`config.mk`:
```
export PLATFORM = sky130hd
export DESIGN_NAME = sio_irq_vector
export DESIGN_NICKNAME = d
export VERILOG_FILES = /design/src/rtl/sio_irq_vector.sv
export SDC_FILE = /design/constraint.sdc
export NUM_CORES = 1
export LEC_CHECK = 0
export BUFFER_PORTS_ARGS = -buffer_cell sky130_fd_sc_hd__buf_4
export CORE_MARGIN = 5
export CORE_UTILIZATION = 42
export DETAILED_ROUTE_END_ITERATION = 6
export GPL_ROUTABILITY_DRIVEN = 0
export PLACE_DENSITY_LB_ADDON = 0.3
export SLEW_MARGIN = 15
export SYNTH_ARGS = -nofsm -noshare
export SYNTH_HDL_FRONTEND = slang
export SYNTH_SLANG_ARGS = --single-unit
export TNS_END_PERCENT = 5
```
`constraint.sdc`:
```
create_clock -name clk -period 1.4 [get_ports clk]
set_input_delay 0.21 -clock clk [delete_from_list [all_inputs] [get_ports clk]]
set_output_delay 0.21 -clock clk [all_outputs]
set_load 0.02 [all_outputs]
```
`src/rtl/sio_irq_vector.sv`:
```
module sio_irq_vector (
  input  logic       clk,
  input  logic       rst,
  input  logic [1:0] rx_ev,
  input  logic [1:0] data_rd,
  input  logic [1:0] data_wr,
  input  logic [1:0] clr_tx,
  input  logic [1:0] clr_ius,
  input  logic [1:0] brk,
  input  logic [1:0] tx_en,
  input  logic [1:0] brk_en,
  input  logic [1:0] rx_mode_a,
  input  logic [1:0] rx_mode_b,
  input  logic       stat_hi,
  output logic       irq,
  output logic [5:0] pend,
  output logic [7:0] vector,
  output logic [1:0] rx_ready
);

  logic [1:0] rxi_q, txi_q, rxs_q, txs_q, rav_q;
  logic [1:0] rxi_n, txi_n, rxs_n, txs_n, rav_n;
  logic [5:0] pend_q, pend_n;
  logic [7:0] vec_q, vec_n;

  wire [7:0] none_code = stat_hi ? 8'h60 : 8'h06;

  function automatic logic [7:0] rx_code(input int c, input logic hi);
    if (c == 0) return hi ? 8'h30 : 8'h0C;
    return hi ? 8'h20 : 8'h04;
  endfunction

  function automatic logic [7:0] tx_code(input int c, input logic hi);
    if (c == 0) return hi ? 8'h10 : 8'h08;
    return 8'h00;
  endfunction

  always_comb begin
    rxi_n = rxi_q; txi_n = txi_q; rxs_n = rxs_q; txs_n = txs_q; rav_n = rav_q;
    pend_n = pend_q; vec_n = vec_q;
    for (int c = 0; c < 2; c++) begin
      logic do_rx, do_tx;
      int   b;
      b = (c == 0) ? 3 : 0;
      do_rx = 1'b0;
      do_tx = 1'b0;
      if (rx_ev[c]) begin
        rav_n[c] = 1'b1;
        do_rx = 1'b1;
      end else if (data_rd[c]) begin
        rav_n[c] = 1'b0;
        rxi_n[c] = 1'b0;
        rxs_n[c] = 1'b0;
        pend_n[b+2] = 1'b0;
        vec_n = none_code;
        do_tx = txi_n[c];
      end else if (data_wr[c]) begin
        txi_n[c] = 1'b0;
        do_tx = 1'b1;
      end else if (clr_tx[c]) begin
        txi_n[c] = 1'b0;
        txs_n[c] = 1'b0;
        pend_n[b+1] = 1'b0;
        vec_n = none_code;
        do_rx = rxi_n[c];
      end else if (clr_ius[c]) begin
        if (rxs_n[c]) begin
          rxs_n[c] = 1'b0;
          do_tx = txi_n[c];
        end else begin
          txs_n[c] = 1'b0;
        end
      end
      if (do_rx) begin
        rxi_n[c] = 1'b1;
        rxs_n[c] = 1'b1;
        pend_n[b+2] = 1'b1;
        vec_n = rx_code(c, stat_hi);
      end
      if (do_tx) begin
        txi_n[c] = 1'b1;
        if (!rxs_n[c]) begin
          txs_n[c] = 1'b1;
          if (tx_en[c]) pend_n[b+1] = 1'b1;
          vec_n = tx_code(c, stat_hi);
        end
      end
      pend_n[b] = brk[c] & brk_en[c];
    end
  end

  always_ff @(posedge clk) begin
    if (rst) begin
      rxi_q <= '0; txi_q <= '0; rxs_q <= '0; txs_q <= '0; rav_q <= '0;
      pend_q <= '0; vec_q <= '0;
    end else begin
      rxi_q <= rxi_n; txi_q <= txi_n; rxs_q <= rxs_n; txs_q <= txs_n;
      rav_q <= rav_n; pend_q <= pend_n; vec_q <= vec_n;
    end
  end

  wire rx_ok_a = (rx_mode_a == 2'b01) || (rx_mode_a == 2'b10);
  wire rx_ok_b = (rx_mode_b == 2'b01) || (rx_mode_b == 2'b10);

  assign irq = (tx_en[0] & txi_q[0]) | (rx_ok_a & rxi_q[0]) | (brk_en[0] & brk[0]) |
               (tx_en[1] & txi_q[1]) | (rx_ok_b & rxi_q[1]) | (brk_en[1] & brk[1]);
  assign pend     = pend_q;
  assign vector   = vec_q;
  assign rx_ready = rav_q;

endmodule

```
==> run summary <==
Status = finished with violations
Violated checks = setup timing
Port Buffer Count = 39
Clock transition at the registers of the reported paths = 0.13 ns
TritonCTS clock tree = built
#FFs+latches synth = 20
DIE AREA = 3440 µm²
Vias in the first global route = 1200
Complex-gate fraction of the synthesized area = 21.4%
Initial Util = 44.5%
# hold bufs at CTS = 0
Largest net degree at the start of global routing = 15
Layout cell share with drive strength beyond 1 = 42.6%
Ys async rst share = 0%
Initial antenna violation count = 0
Post-Syn Area = 993 µm²
Slew Limit Fails = 0
Least-Margin Pin Slew = 0.419 ns
Worst Hold Depth = 3
Global Route Usage Sum = 19.6%
Critical-path maximum fanout = 2
Setup TNS = -0.361 ns
WP data required = 1.19 ns
Final worst setup slack = -0.123 ns
Clk buf depth = 2
Period utilisation layout = 109%
Slew HR = 72.0%
Final Skew = 0.0166 ns
Clock sink total = 20
Aggregate routed wire length = 3200 µm
Chip Width = 58.6 µm
RSZ-0062 raised after global routing = true
Ant diodes = 0
DR vias = 1176
Largest family of logic cells by synthesized area = simple AND/OR/NAND/NOR gates
Worst setup EP type = primary output
Combinational power share = 24.2%
Final Setup Violations = 4
Cell Rows = 17
Detail Route Antenna Nets = 0
Number of warnings issued by yosys = 0
Clock root cell = clkbuf_4
Commonest non-fill, non-tap cells in the layout = 58 x buf_4, 21 x nor2_1, 20 x nand2_1, 17 x dfxtp_1, 11 x a21oi_1
Switching part of the total = 26.7%
# H-tree levels = 1
Hold Path Class = in -> reg
Starting DRT DRC Count = 40
First-pass iteration count of the detailed router = 4
Final hold violation count = 0
Post-Synth Adder-Cell Area = 0%
Maximum vdd drop = 0.960 mV
HPWL after DPL = 2350 µm
WS Path Type = reg -> out
Pwr dens = 908 nW/µm²
Hold Path Origin = brk[0]
Remaining Overflow, GRT = 0
Worst Reg-to-Reg Cells = 5
Worst endpoint data arrival time = 1.31 ns
Leakage = 0.737 nW
Die Y-Extent = 58.6 µm
Syn Inst Count = 129
End of the worst hold path = pend[3]
Syn Nets = 152
Reg2Reg Setup Slack = -0.12 ns
Synth cell types = 34
Worst-Skew Late Latency = 0.32 ns
Layout Area Growth over Synthesis = 60.8%
Sequential share of power = 42.3%
Pint = 0.00106 W
Crit start category = flop
Post-synthesis mux area share = 2.02%
Wire per inst = 14.7 µm
Avg Cell Area, Syn = 7.70 µm²
First-pass GRT wire length = 5240 µm
Simple-Gate Fraction of Synth Area = 32.5%
Reg-to-Reg End = vector[6]
NumNets Final = 214
Via/cell ratio = 5.39
Register area share after synthesis = 40.3%
Max Cap Violations = 0
Ys flop type = dfxtp_1
DRC viols = 0
XOR/XNOR Fraction of Synth Area = 1.76%
Worst hold slack = 0.122 ns
Fmax = 656 MHz
Post-layout min period = 1.52 ns
Clk pwr share = 33.6%
Dpl cells = 211
Most common cell after layout, fill and taps aside = buf_4
Final instance count without filler cells = 218
Post-synth EDFFs = 0
FF-to-FF Start = txi_q[0]
Core area = 2230 µm²
CTS buffer count = 3
Sw power = 0.000387 W
Ports = 40
[cell usage after synthesis, drive strengths merged (2+ instances only)]
cell type | number | area (µm²)
or3b | 2 | 17.5
nand2 | 20 | 75.1
mux2i | 2 | 20.0
o21ai | 4 | 20.0
o21a | 2 | 15.0
nand3 | 6 | 30.0
inv | 2 | 7.51
nor2 | 22 | 85.1
nor2b | 6 | 37.5
clkbuf | 2 | 7.51
a21oi | 13 | 68.8
a22oi | 4 | 30.0
xor2 | 2 | 17.5
nand2b | 2 | 12.5
dfxtp | 20 | 400
nor3 | 4 | 20.0
[worst max-delay path, stage by stage, from the launching register on]
cell,delay [ns]
dfxtp_2,0.35
a22oi_2,0.15
nand3_1,0.09
a221o_1,0.28
buf_6,0.13
[sequential cells by signal (all words and copies together) (netlist names)]
signal and count:
vector 8, pend 5, rx_ready 2, rxs_q 2, txi_q 2, rxi_q 1
[power groups by stage]
| stage | logic [W] | registers, W | clock network (W) |
|---|---|---|---|
| final | 0.000351 | 0.000613 | 0.000487 |
| after global routing | 0.000382 | 0.000616 | 0.000523 |
| after CTS | 0.000332 | 0.000612 | 0.000492 |
| after detailed placement | 0.000317 | 0.000625 | 0 |
| after global placement | 0.000310 | 0.000624 | 0 |
| after floorplan | 0.000125 | 0.000647 | 0 |
[logic make-up after synthesis]
family / Yosys count
flip-flops: 20
buffers and inverters: 5
multiplexers: 2
AND/OR/NAND/NOR: 68
AO/OA/AOI/OAI: 32
XOR/XNOR: 2
[through the flow]
step           total power, W  area [µm²]  utilization, %  setup WS (ns)
2_1_floorplan        0.000772        1000               -         0.0144
3_3_place_gp         0.000934        1460            65.5         -0.136
3_5_place_dp         0.000942        1460            65.5         -0.178
4_1_cts               0.00144        1550            69.6         -0.124
5_1_grt               0.00152        1600            71.5         -0.187
6_report              0.00145        1600            71.5         -0.123
[metal layers]
metal  share of wire, %  vias up  track usage, %  wire, µm
li1                   -      572               -         -
met1                 39      549            21.9      1240
met2                 52       46            35.7      1670
met3                5.8        9            3.07       186
met4                3.1        0            9.71        98
met5                  0        -               0         0
[layout make-up]
cell class              instances  area (µm²)
well taps                      28        35.0
multi-input cells             104         632
clock inverters                 1        30.0
repair buffers                 60         467
inverters                       2        7.51
clock buffers                   3        22.5
flip-flops and latches         20         404
fillers                       181         636
[worst max-delay path by stage]
stage / to / start
finish: irq / txi_q[1]
global route: irq / txi_q[1]
CTS: irq / txi_q[1]
detailed placement: vector[3] / clr_tx[1]
global placement: vector[1] / clr_tx[1]
floorplan: vector[1] / clr_tx[1]
[timing repair]
action,CTS,global route
endpoints found under the setup margin,5,9
resized for setup,9,7
buffers inserted,2,1
pin swaps,5,3
(Power assumes the default switching activity.)
